$ cat src/rtl/exc_pkg.sv
package exc_pkg;
  localparam int EXT_BASE = 16;  // first vector driven by an external line
  localparam int HF_VEC   = 3;   // hard fault vector, target of escalation
  localparam int PSV_VEC  = 14;  // first vector above the escalating range
  localparam int PRIO_W   = 8;   // per-vector priority width
  localparam int EXEC_W   = 10;  // signed execution priority width
endpackage

$ cat src/rtl/exc_line_edge.sv
module exc_line_edge #(
  parameter int N = 16
) (
  input  logic         clk,
  input  logic         rst_n,
  input  logic [N-1:0] line_i,
  output logic [N-1:0] level_o,
  output logic [N-1:0] rise_o
);
  logic [N-1:0] level_q;

  for (genvar k = 0; k < N; k++) begin : g_line
    always_ff @(posedge clk or negedge rst_n) begin
      if (!rst_n) level_q[k] <= 1'b0;
      else        level_q[k] <= line_i[k];
    end
    assign rise_o[k] = line_i[k] & ~level_q[k];
  end

  assign level_o = level_q;
endmodule

$ cat src/rtl/exc_escalate.sv
module exc_escalate
  import exc_pkg::*;
#(
  parameter int NUM_VEC = 32,
  parameter int IW      = 5
) (
  input  logic                      req_i,
  input  logic [IW-1:0]             req_vec_i,
  input  logic [NUM_VEC-1:0]        vec_en_i,
  input  logic [NUM_VEC*PRIO_W-1:0] vec_prio_i,
  input  logic signed [EXEC_W-1:0]  exec_prio_i,
  output logic                      pend_o,
  output logic [IW-1:0]             pend_vec_o,
  output logic                      forced_o,
  output logic                      lockup_o
);
  logic                     legal, fault, esc;
  logic [IW-1:0]            safe;
  logic signed [EXEC_W-1:0] vprio;

  always_comb begin
    legal = req_i && (int'(req_vec_i) != 0) && (int'(req_vec_i) < NUM_VEC);
    safe  = legal ? req_vec_i : '0;
    fault = (int'(safe) >= HF_VEC) && (int'(safe) < PSV_VEC);
    if (int'(safe) == HF_VEC) vprio = -1;
    else vprio = signed'({{(EXEC_W-PRIO_W){1'b0}}, vec_prio_i[int'(safe)*PRIO_W +: PRIO_W]});
    esc = fault && ((vprio >= exec_prio_i) ||
                    (!vec_en_i[safe] && (int'(safe) != HF_VEC)));
    lockup_o   = legal && esc && (exec_prio_i < 0);
    pend_o     = legal && !lockup_o;
    pend_vec_o = esc ? IW'(HF_VEC) : safe;
    forced_o   = legal && esc && !lockup_o;
  end
endmodule

$ cat src/rtl/exc_vec_state.sv
module exc_vec_state #(
  parameter int NUM_VEC = 32,
  parameter int IW      = 5
) (
  input  logic               clk,
  input  logic               rst_n,
  input  logic               cmpl_ok_i,
  input  logic [IW-1:0]      cmpl_vec_i,
  input  logic               repend_i,
  input  logic               ack_ok_i,
  input  logic [IW-1:0]      ack_vec_i,
  input  logic [NUM_VEC-1:0] rise_i,
  input  logic               set_ok_i,
  input  logic [IW-1:0]      set_vec_i,
  input  logic               clr_ok_i,
  input  logic [IW-1:0]      clr_vec_i,
  output logic [NUM_VEC-1:0] pend_o,
  output logic [NUM_VEC-1:0] act_o
);
  logic [NUM_VEC-1:0] pend_q, act_q, pend_d, act_d;

  // fixed order: completion, acknowledge, rises and set, clear
  always_comb begin
    pend_d = pend_q;
    act_d  = act_q;
    if (cmpl_ok_i) begin
      act_d[cmpl_vec_i] = 1'b0;
      if (repend_i) pend_d[cmpl_vec_i] = 1'b1;
    end
    if (ack_ok_i) begin
      act_d[ack_vec_i]  = 1'b1;
      pend_d[ack_vec_i] = 1'b0;
    end
    pend_d = pend_d | rise_i;
    if (set_ok_i) pend_d[set_vec_i] = 1'b1;
    if (clr_ok_i) pend_d[clr_vec_i] = 1'b0;
  end

  always_ff @(posedge clk or negedge rst_n) begin
    if (!rst_n) begin
      pend_q <= '0;
      act_q  <= '0;
    end else begin
      pend_q <= pend_d;
      act_q  <= act_d;
    end
  end

  assign pend_o = pend_q;
  assign act_o  = act_q;

  assert_ack_active_R5: assert property (@(posedge clk) disable iff (!rst_n)
    ack_ok_i |=> act_q[$past(ack_vec_i)]);
  assert_clear_last_R10: assert property (@(posedge clk) disable iff (!rst_n)
    clr_ok_i |=> !pend_q[$past(clr_vec_i)]);
endmodule

$ cat src/rtl/exc_lifecycle.sv
module exc_lifecycle
  import exc_pkg::*;
#(
  parameter  int NUM_LINES = 16,
  localparam int NUM_VEC   = EXT_BASE + NUM_LINES,
  localparam int IW        = $clog2(NUM_VEC)
) (
  input  logic                      clk,
  input  logic                      rst_n,
  input  logic [NUM_LINES-1:0]      line_i,
  input  logic [NUM_VEC-1:0]        vec_en_i,
  input  logic [NUM_VEC*PRIO_W-1:0] vec_prio_i,
  input  logic [EXEC_W-1:0]         exec_prio_i,
  input  logic                      set_i,
  input  logic [IW-1:0]             set_vec_i,
  input  logic                      clr_i,
  input  logic [IW-1:0]             clr_vec_i,
  input  logic                      ack_i,
  input  logic [IW-1:0]             ack_vec_i,
  input  logic                      cmpl_i,
  input  logic [IW-1:0]             cmpl_vec_i,
  output logic [NUM_VEC-1:0]        pending_o,
  output logic [NUM_VEC-1:0]        active_o,
  output logic                      forced_o,
  output logic                      lockup_o,
  output logic                      cmpl_valid_o,
  output logic                      cmpl_base_o,
  output logic                      cmpl_err_o
);
  logic [NUM_LINES-1:0] level_q, rise;
  logic [NUM_VEC-1:0]   rise_vec;
  logic                 esc_pend, esc_forced, esc_lock;
  logic [IW-1:0]        esc_vec;
  logic                 cmpl_ok, ack_ok, clr_ok, repend, base_now;
  logic                 forced_q, lockup_q, cv_q, base_q, err_q;

  exc_line_edge #(.N(NUM_LINES)) u_edge (
    .clk(clk), .rst_n(rst_n), .line_i(line_i), .level_o(level_q), .rise_o(rise));

  assign rise_vec = {rise, {EXT_BASE{1'b0}}};

  exc_escalate #(.NUM_VEC(NUM_VEC), .IW(IW)) u_esc (
    .req_i(set_i), .req_vec_i(set_vec_i), .vec_en_i(vec_en_i),
    .vec_prio_i(vec_prio_i), .exec_prio_i(signed'(exec_prio_i)),
    .pend_o(esc_pend), .pend_vec_o(esc_vec), .forced_o(esc_forced),
    .lockup_o(esc_lock));

  always_comb begin
    cmpl_ok  = cmpl_i && (int'(cmpl_vec_i) != 0) && (int'(cmpl_vec_i) < NUM_VEC)
               && active_o[cmpl_vec_i];
    ack_ok   = ack_i && (int'(ack_vec_i) != 0) && (int'(ack_vec_i) < NUM_VEC);
    clr_ok   = clr_i && (int'(clr_vec_i) != 0) && (int'(clr_vec_i) < NUM_VEC);
    repend   = 1'b0;
    for (int k = 0; k < NUM_LINES; k++)
      if (int'(cmpl_vec_i) == EXT_BASE + k) repend = level_q[k];
    base_now = (active_o & (active_o - 1'b1)) == '0;
  end

  exc_vec_state #(.NUM_VEC(NUM_VEC), .IW(IW)) u_state (
    .clk(clk), .rst_n(rst_n),
    .cmpl_ok_i(cmpl_ok), .cmpl_vec_i(cmpl_vec_i), .repend_i(repend),
    .ack_ok_i(ack_ok), .ack_vec_i(ack_vec_i), .rise_i(rise_vec),
    .set_ok_i(esc_pend), .set_vec_i(esc_vec),
    .clr_ok_i(clr_ok), .clr_vec_i(clr_vec_i),
    .pend_o(pending_o), .act_o(active_o));

  always_ff @(posedge clk or negedge rst_n) begin
    if (!rst_n) begin
      forced_q <= 1'b0;
      lockup_q <= 1'b0;
      cv_q     <= 1'b0;
      base_q   <= 1'b0;
      err_q    <= 1'b0;
    end else begin
      forced_q <= forced_q | esc_forced;
      lockup_q <= esc_lock;
      cv_q     <= cmpl_i;
      base_q   <= cmpl_ok && base_now;
      err_q    <= cmpl_i && !cmpl_ok;
    end
  end

  assign forced_o     = forced_q;
  assign lockup_o     = lockup_q;
  assign cmpl_valid_o = cv_q;
  assign cmpl_base_o  = base_q;
  assign cmpl_err_o   = err_q;

  assert_forced_sticky_R3: assert property (@(posedge clk) disable iff (!rst_n)
    forced_o |=> forced_o);
  assert_lockup_keeps_flag_R4: assert property (@(posedge clk) disable iff (!rst_n)
    lockup_o |-> forced_o == $past(forced_o));
  assert_inactive_err_R6: assert property (@(posedge clk) disable iff (!rst_n)
    cmpl_i && (int'(cmpl_vec_i) < NUM_VEC) |=>
      cmpl_valid_o && (cmpl_err_o == !$past(active_o[cmpl_vec_i])));
  assert_base_level_R7: assert property (@(posedge clk) disable iff (!rst_n)
    cmpl_i && (int'(cmpl_vec_i) < NUM_VEC) && active_o[cmpl_vec_i] |=>
      cmpl_base_o == ($countones($past(active_o)) <= 1));

  for (genvar k = 0; k < NUM_LINES; k++) begin : g_rise_chk
    assert_line_rise_R9: assert property (@(posedge clk) disable iff (!rst_n)
      line_i[k] && !level_q[k] && !(clr_i && (int'(clr_vec_i) == EXT_BASE + k))
        |=> pending_o[EXT_BASE + k]);
  end
endmodule

$ cat config.mk
export PLATFORM = sky130hd
export DESIGN_NAME = exc_lifecycle
export DESIGN_NICKNAME = d
export VERILOG_FILES = /design/src/rtl/exc_pkg.sv /design/src/rtl/exc_line_edge.sv /design/src/rtl/exc_escalate.sv /design/src/rtl/exc_vec_state.sv /design/src/rtl/exc_lifecycle.sv
export SDC_FILE = /design/constraint.sdc
export NUM_CORES = 1
export LEC_CHECK = 0
export ABC_AREA = 0
export BUFFER_PORTS_ARGS = -buffer_cell sky130_fd_sc_hd__buf_2
export CAP_MARGIN = 10
export CORE_AREA = 2 2 159 161
export CTS_BUF_LIST = sky130_fd_sc_hd__clkbuf_4
export DETAILED_ROUTE_END_ITERATION = 6
export DIE_AREA = 0 0 161 163
export GPL_ROUTABILITY_DRIVEN = 0
export PLACE_DENSITY = 0.65
export SYNTH_ARGS = -nofsm -noshare
export SYNTH_HDL_FRONTEND = slang
export SYNTH_SLANG_ARGS = --single-unit
export TNS_END_PERCENT = 100
$ cat constraint.sdc
create_clock -name clk -period 5.05 [get_ports clk]
set_input_delay 0.2525 -clock clk [delete_from_list [all_inputs] [get_ports clk]]
set_output_delay 0.2525 -clock clk [all_outputs]
set_load 0.02 [all_outputs]
==> results of run 1 <==
## placed cells by master (no fill, tap or decap), types with 20 or more instances in the layout
cell and n:
buf_4 24, nor2_1 52, mux2i_1 47, mux4_2 28, nand2_1 144, o21ai_0 72, a31oi_1 31, nand3_1 20
buf_2 383, dfrtp_1 85, inv_1 27, a21oi_1 47, a22oi_1 21
## flip-flops by register name (all words and copies together), names as in the netlist
name / count
cmpl_base_o: 1
u_state.pend_o: 32
forced_o: 1
lockup_o: 1
cmpl_valid_o: 1
cmpl_err_o: 1
u_edge.level_o: 16
u_state.act_o: 32
## repair_timing
action | in CTS | in global routing
endpoints found under the hold margin | 46 | 0
hold buffers | 18 | 0
gates resized for setup | 0 | 0
## critical path, cell delays in order
cell and delay (ps):
buf_2 340, and2_2 680, buf_4 360, mux4_2 340, a211oi_1 320, a31oi_1 90, ha_1 300, and3_1 190
o21ai_0 220, a31oi_1 130, a221o_1 340, nand2_1 420, a32oi_1 200, a22oi_1 210
## logic make-up (layout without fill, tap and decap cells)
logic type / count (synthesis) / in the layout
compound gates: 267 / 267
fa+ha+maj: 14 / 14
buf+inv: 92 / 469
flops: 85 / 85
mux: 82 / 82
other cells: 0 / 7
simple gates: 336 / 336
## layer usage
metal	part of all wire	vias up	track usage
met5	0.00053	-	0
met4	0.038	4	0.104
met3	0.067	68	0.0456
met2	0.51	462	0.479
met1	0.38	4335	0.310
li1	-	4086	-
## how the worst max path moves through the flow
| stage | from | to | slack, ps | depth (start not counted) |
|---|---|---|---|---|
| floorplan | set_vec_i[2] | u_state.pend_o[13] | 1090 | 18 |
| global route | set_i | u_state.pend_o[12] | 700 | 17 |
| CTS | set_i | u_state.pend_o[26] | 1020 | 17 |
| finish | set_i | u_state.pend_o[26] | 1000 | 14 |
| detailed placement | set_i | u_state.pend_o[26] | 540 | 17 |
| global placement | set_i | u_state.pend_o[26] | 650 | 17 |
## power by group through the flow
stage,registers [mW],clock network [mW],logic [mW]
floorplan,1.01,0,0.421
global placement,0.931,0,0.920
detailed placement,0.934,0,0.935
CTS,0.920,0.394,0.950
global route,0.940,0.422,1.03
finish,0.927,0.392,0.948
## layout make-up
cell class | count | area (um^2)
inverters | 27 | 101
flip-flops and latches | 85 | 2130
clock buffers | 9 | 67.6
well taps | 330 | 413
repair buffers | 426 | 2300
multi-input cells | 699 | 4770
fillers | 2631 | 14800
clock inverters | 7 | 66.3
diodes | 7 | 17.5
==> flow_metrics.py, run 1 <==
metrics = {
    "run_status": {
        "status": "complete, no violations",
    },
    "synthesis": {
        "synth.avg_cell_area_um2": 8.26,
        "yosys.area_share.xor_xnor": 0,
        "synth_fa_ha_area_frac": 0.0228,
        "compound_gate_fraction_of_synth_area": 0.243,
        "synth-simple-area-share": 0.227,
        "synth_area_leaders": "dfrtp_1 29%, mux4_2 8.7%, nand2_1 7.6%",
        "synth_top_family_by_area": "compound AO/OA/AOI/OAI gates",
        "synth_enable_flop_cells": 0,
        "synthMuxAreaShare": 0.163,
        "synth_sequential_area_ratio": 0.294,
        "synthesis.instances": 876,
        "synth_flop_type": "dfrtp_1",
        "postSynth.asyncResetShare": 1.00,
        "synth_fp_nets": 1226,
        "synth_top_cell_by_area": "dfrtp_1",
        "post-synth-top-count-cell": "nand2_1",
        "synth.cell_area_um2": 7240,
        "yosys_warns": 0,
        "synth_cell_types": 66,
        "synthTopCellsByCount": "146 x nand2_1, 85 x dfrtp_1, 72 x o21ai_0, 54 x nor2_1",
        "yosys_register_bits": 85,
        "synth_largest_type_area_fraction": 0.294,
    },
    "sta": {
        "worst_slew_margin_rel": 0.213,
        "timing.final.hold_violations": 0,
        "worst_path_setup_slack_after_routing_ps": 1000,
        "achievable-frequency_mhz": 247,
        "final.hold.worst_slack_ps": 99.6,
        "slew_violations": 0,
        "final.period_utilization": 0.801,
        "finClkSkew_ps": 17.5,
        "worst_pin_slew_ps": 1170,
        "layout_min_cycle_time_ps": 4050,
        "rsz0062_at_grt": "no",
        "timing.final.setup_violations": 0,
        "setup_tns_final_ps": 0,
    },
    "floorplan": {
        "fp-row-count": 58,
        "dieArea_um2": 26200,
        "die_height_um": 163,
        "placeable_core_region_um2": 24700,
        "die-width_um": 161,
        "top_level_ports": 409,
        "initial_core_util": 0.293,
    },
    "finish": {
        "area_delta_synth_final_pct": 36.2,
        "layoutNonFillerInstCount": 1590,
        "post_route_cells_drive_above_1_share": 0.381,
        "final_net_count": 1598,
        "finalCoreUtilization": 0.399,
        "stdcell_area_um2": 9860,
    },
    "worst_setup_path": {
        "worstSetupPathType": "input pin to register",
        "worst-r2r-cell-count": 7,
        "regToRegSetupSlack_ps": 2150,
        "worst_setup_path_start_kind": "input pin",
        "setup.worst_path.end_class": "register",
        "rr_startpoint": "u_state.act_o[3]",
        "cp.required_ps": 5420,
        "highest_net_fanout_along_the_worst_path": 31,
        "regToRegEndpoint": "cmpl_base_o",
        "critical_path_arrival_ps": 4420,
    },
    "cts": {
        "root_buffer": "clkbuf_4",
        "h-tree-depth": 3,
        "clkSlewWorstSetupHoldPaths_ps": 140,
        "cts_sinks": 85,
        "cts_tree": "built",
        "cts_setup_buffers": 0,
        "clock_insertion_delay_worst_skew_ps": 460,
        "cts_max_path_buffers": 2,
        "cts_buffers": 9,
    },
    "drt": {
        "route.vias.total": 8955,
        "totalWireLength_um": 35700,
        "via_per_inst": 5.63,
        "drt_pre_antenna_iters": 5,
        "drc_errors": 0,
        "drt_iter0_drc": 864,
        "drt.antenna.violating_nets": 0,
        "detail_route.wl_per_cell_um": 22.4,
    },
    "placement": {
        "placedInstanceArea_um2": 9520,
        "detailed_place_hpwl_um": 29500,
        "placed_cells": 1549,
        "detailedPlace.worstSlack_ps": 540,
        "port_buffers": 384,
    },
    "grt": {
        "antenna_found_initial": 8,
        "grt_pass1_wl_um": 52200,
        "gr-usage-all-layers": 0.264,
        "grt_max_degree": 57,
        "overflow": 0,
        "vias_in_the_first_global_route": 8854,
    },
    "power": {
        "combinational_cell_fraction_of_total_power": 0.418,
        "power_per_cell_area_nw_per_um2": 230,
        "p_leak_nw": 4.65,
        "power.clock.fraction": 0.173,
        "peakVddDrop_v": 0.000155,
        "report.power.total_mw": 2.27,
        "switching_share": 0.414,
        "internal_power_mw": 1.33,
        "switching_power_mw": 0.938,
        "power.share.sequential": 0.409,
    },
    "worst_hold_path": {
        "hold_class": "input pin to register",
        "min_delay_path_depth": 3,
        "worst_hold_startpoint": "exec_prio_i[9]",
        "min_to": "lockup_o",
    },
    "run": {
        "cap_viol_max_count": 0,
    },
}
Power figures use the tool's default switching activity.
==> run 2, diff against run 1 <==
Clock period 5.05 ns to 3.73 ns, I/O delays scaled along.
==> flow_metrics.py, run 2 (synthesis results as in run 1) <==
metrics = {
    "sta": {
        "final.period_utilization": 0.944,
        "rsz0062_at_grt": "no",
        "timing.final.hold_violations": 0,
        "layout_min_cycle_time_ps": 3520,
        "achievable-frequency_mhz": 284,
        "worst_pin_slew_ps": 1020,
        "timing.final.setup_violations": 0,
        "slew_violations": 0,
        "worst_slew_margin_rel": 0.319,
        "finClkSkew_ps": 15.2,
    },
    "drt": {
        "drt_iter0_drc": 845,
        "totalWireLength_um": 35400,
        "drt_pre_antenna_iters": 5,
        "drc_errors": 0,
        "drt.antenna.violating_nets": 0,
        "via_per_inst": 5.58,
        "route.vias.total": 9005,
        "detail_route.wl_per_cell_um": 21.9,
    },
    "floorplan": {
        "die-width_um": 161,
        "dieArea_um2": 26200,
        "initial_core_util": 0.293,
        "fp-row-count": 58,
        "die_height_um": 163,
        "placeable_core_region_um2": 24700,
        "top_level_ports": 409,
    },
    "cts": {
        "ctsResizeCount": 0,
        "cts_max_path_buffers": 2,
        "clkSlewWorstSetupHoldPaths_ps": 140,
        "cts_tree": "built",
        "cts_buffers": 9,
        "h-tree-depth": 3,
        "root_buffer": "clkbuf_4",
        "cts_sinks": 85,
        "clock_insertion_delay_worst_skew_ps": 460,
    },
    "run": {
        "cap_viol_max_count": 0,
    },
    "finish": {
        "area_delta_synth_final_pct": 40.1,
        "stdcell_area_um2": 10100,
        "finalCoreUtilization": 0.411,
        "final_net_count": 1625,
        "most-common-layout-cells": "383 x buf_2, 144 x nand2_1, 85 x dfrtp_1, 72 x o21ai_0, 52 x nor2_1",
        "layoutNonFillerInstCount": 1614,
        "post_route_cells_drive_above_1_share": 0.395,
        "mostFrequentLayoutCell": "buf_2",
    },
    "power": {
        "p_leak_nw": 4.80,
        "internal_power_mw": 1.89,
        "switching_share": 0.400,
        "peakVddDrop_v": 0.000198,
        "switching_power_mw": 1.26,
        "combinational_cell_fraction_of_total_power": 0.416,
        "report.power.total_mw": 3.16,
        "power.share.sequential": 0.396,
        "power.clock.fraction": 0.188,
        "power_per_cell_area_nw_per_um2": 311,
    },
    "grt": {
        "vias_in_the_first_global_route": 8639,
        "grt_util_met3": 0.0484,
        "antenna_found_initial": 7,
        "gr-usage-all-layers": 0.258,
        "grt.busiest_layer": "met2",
        "grt_max_degree": 62,
        "gr-usage-met2": 0.484,
        "use_met1": 0.298,
        "overflow": 0,
        "grt_pass1_wl_um": 51100,
    },
    "worst_setup_path": {
        "worstSetupPathType": "input pin to register",
        "critical_path_arrival_ps": 3850,
        "cp.required_ps": 4060,
        "setup.worst_path.end_class": "register",
        "worst_setup_path_start_kind": "input pin",
        "highest_net_fanout_along_the_worst_path": 20,
    },
    "worst_hold_path": {
        "hold_class": "input pin to register",
    },
    "placement": {
        "detailed_place_hpwl_um": 29600,
        "port_buffers": 384,
        "placed_cells": 1576,
        "placedInstanceArea_um2": 9790,
    },
    "run_status": {
        "status": "complete, no violations",
    },
}
run 2: path summary, 6_finish.rpt:
check / start / to / slack [ps] / cells after the start
hold reg to reg: u_state.pend_o[0] / u_state.pend_o[0] / 390 / 0
min in group asynchronous: rst_n / cmpl_base_o / 320 / 2
hold / removal: exec_prio_i[9] / lockup_o / 10 / 3
setup / recovery: set_i / u_state.pend_o[27] / 210 / 16
setup reg to reg: u_state.act_o[2] / cmpl_base_o / 900 / 7
max in group asynchronous: rst_n / u_edge.level_o[11] / 2550 / 3
run 2: worst max-delay path, stage by stage:
cell	delay, ps
buf_2	150
nand2_2	100
buf_12	170
buf_4	340
mux2i_1	330
o221ai_1	280
a211oi_1	240
a31oi_1	120
ha_1	360
and3_1	170
o21ai_0	210
a31oi_1	150
a221o_1	340
and3_1	200
o21ai_0	360
a22oi_1	120
run 2: repair_timing:
action,in CTS,in global routing
hold endpoints to repair,78,0
hold buffers,18,0
setup buffers,0,0
run 2: metrics by stage:
stage	setup WS, ps	hold slack [ps]	setup TNS (ps)
CTS	297	13.1	0
detailed placement	-167	310	-761
floorplan	89.5	-109	0
global placement	-173	306	-530
finish	208	10.3	0
global route	12.5	8.85	0
run 2: layout make-up:
class	instances	area (um^2)
Inverter	27	101
Multi-Input combinational cell	699	4770
Timing Repair Buffer	453	2560
Tap cell	330	413
Sequential cell	85	2130
Antenna cell	4	10.0
Clock inverter	7	90.1
Clock buffer	9	67.6
Fill cell	2626	14500
run 2: layer usage:
layer  wire, um  share of wire  vias to the layer above
li1           -              -                     4135
met1      13100           0.37                     4359
met2      18800           0.53                      449
met3       2650          0.075                       58
met4        809          0.023                        4
met5         18        0.00051                        -
run 2: power by group through the flow:
stage / registers (mW) / clock network, mW / logic, mW
after floorplan: 1.37 / 0 / 0.571
after global placement: 1.26 / 0 / 1.27
after detailed placement: 1.26 / 0 / 1.29
after CTS: 1.24 / 0.604 / 1.32
after global routing: 1.27 / 0.645 / 1.42
final: 1.25 / 0.593 / 1.31
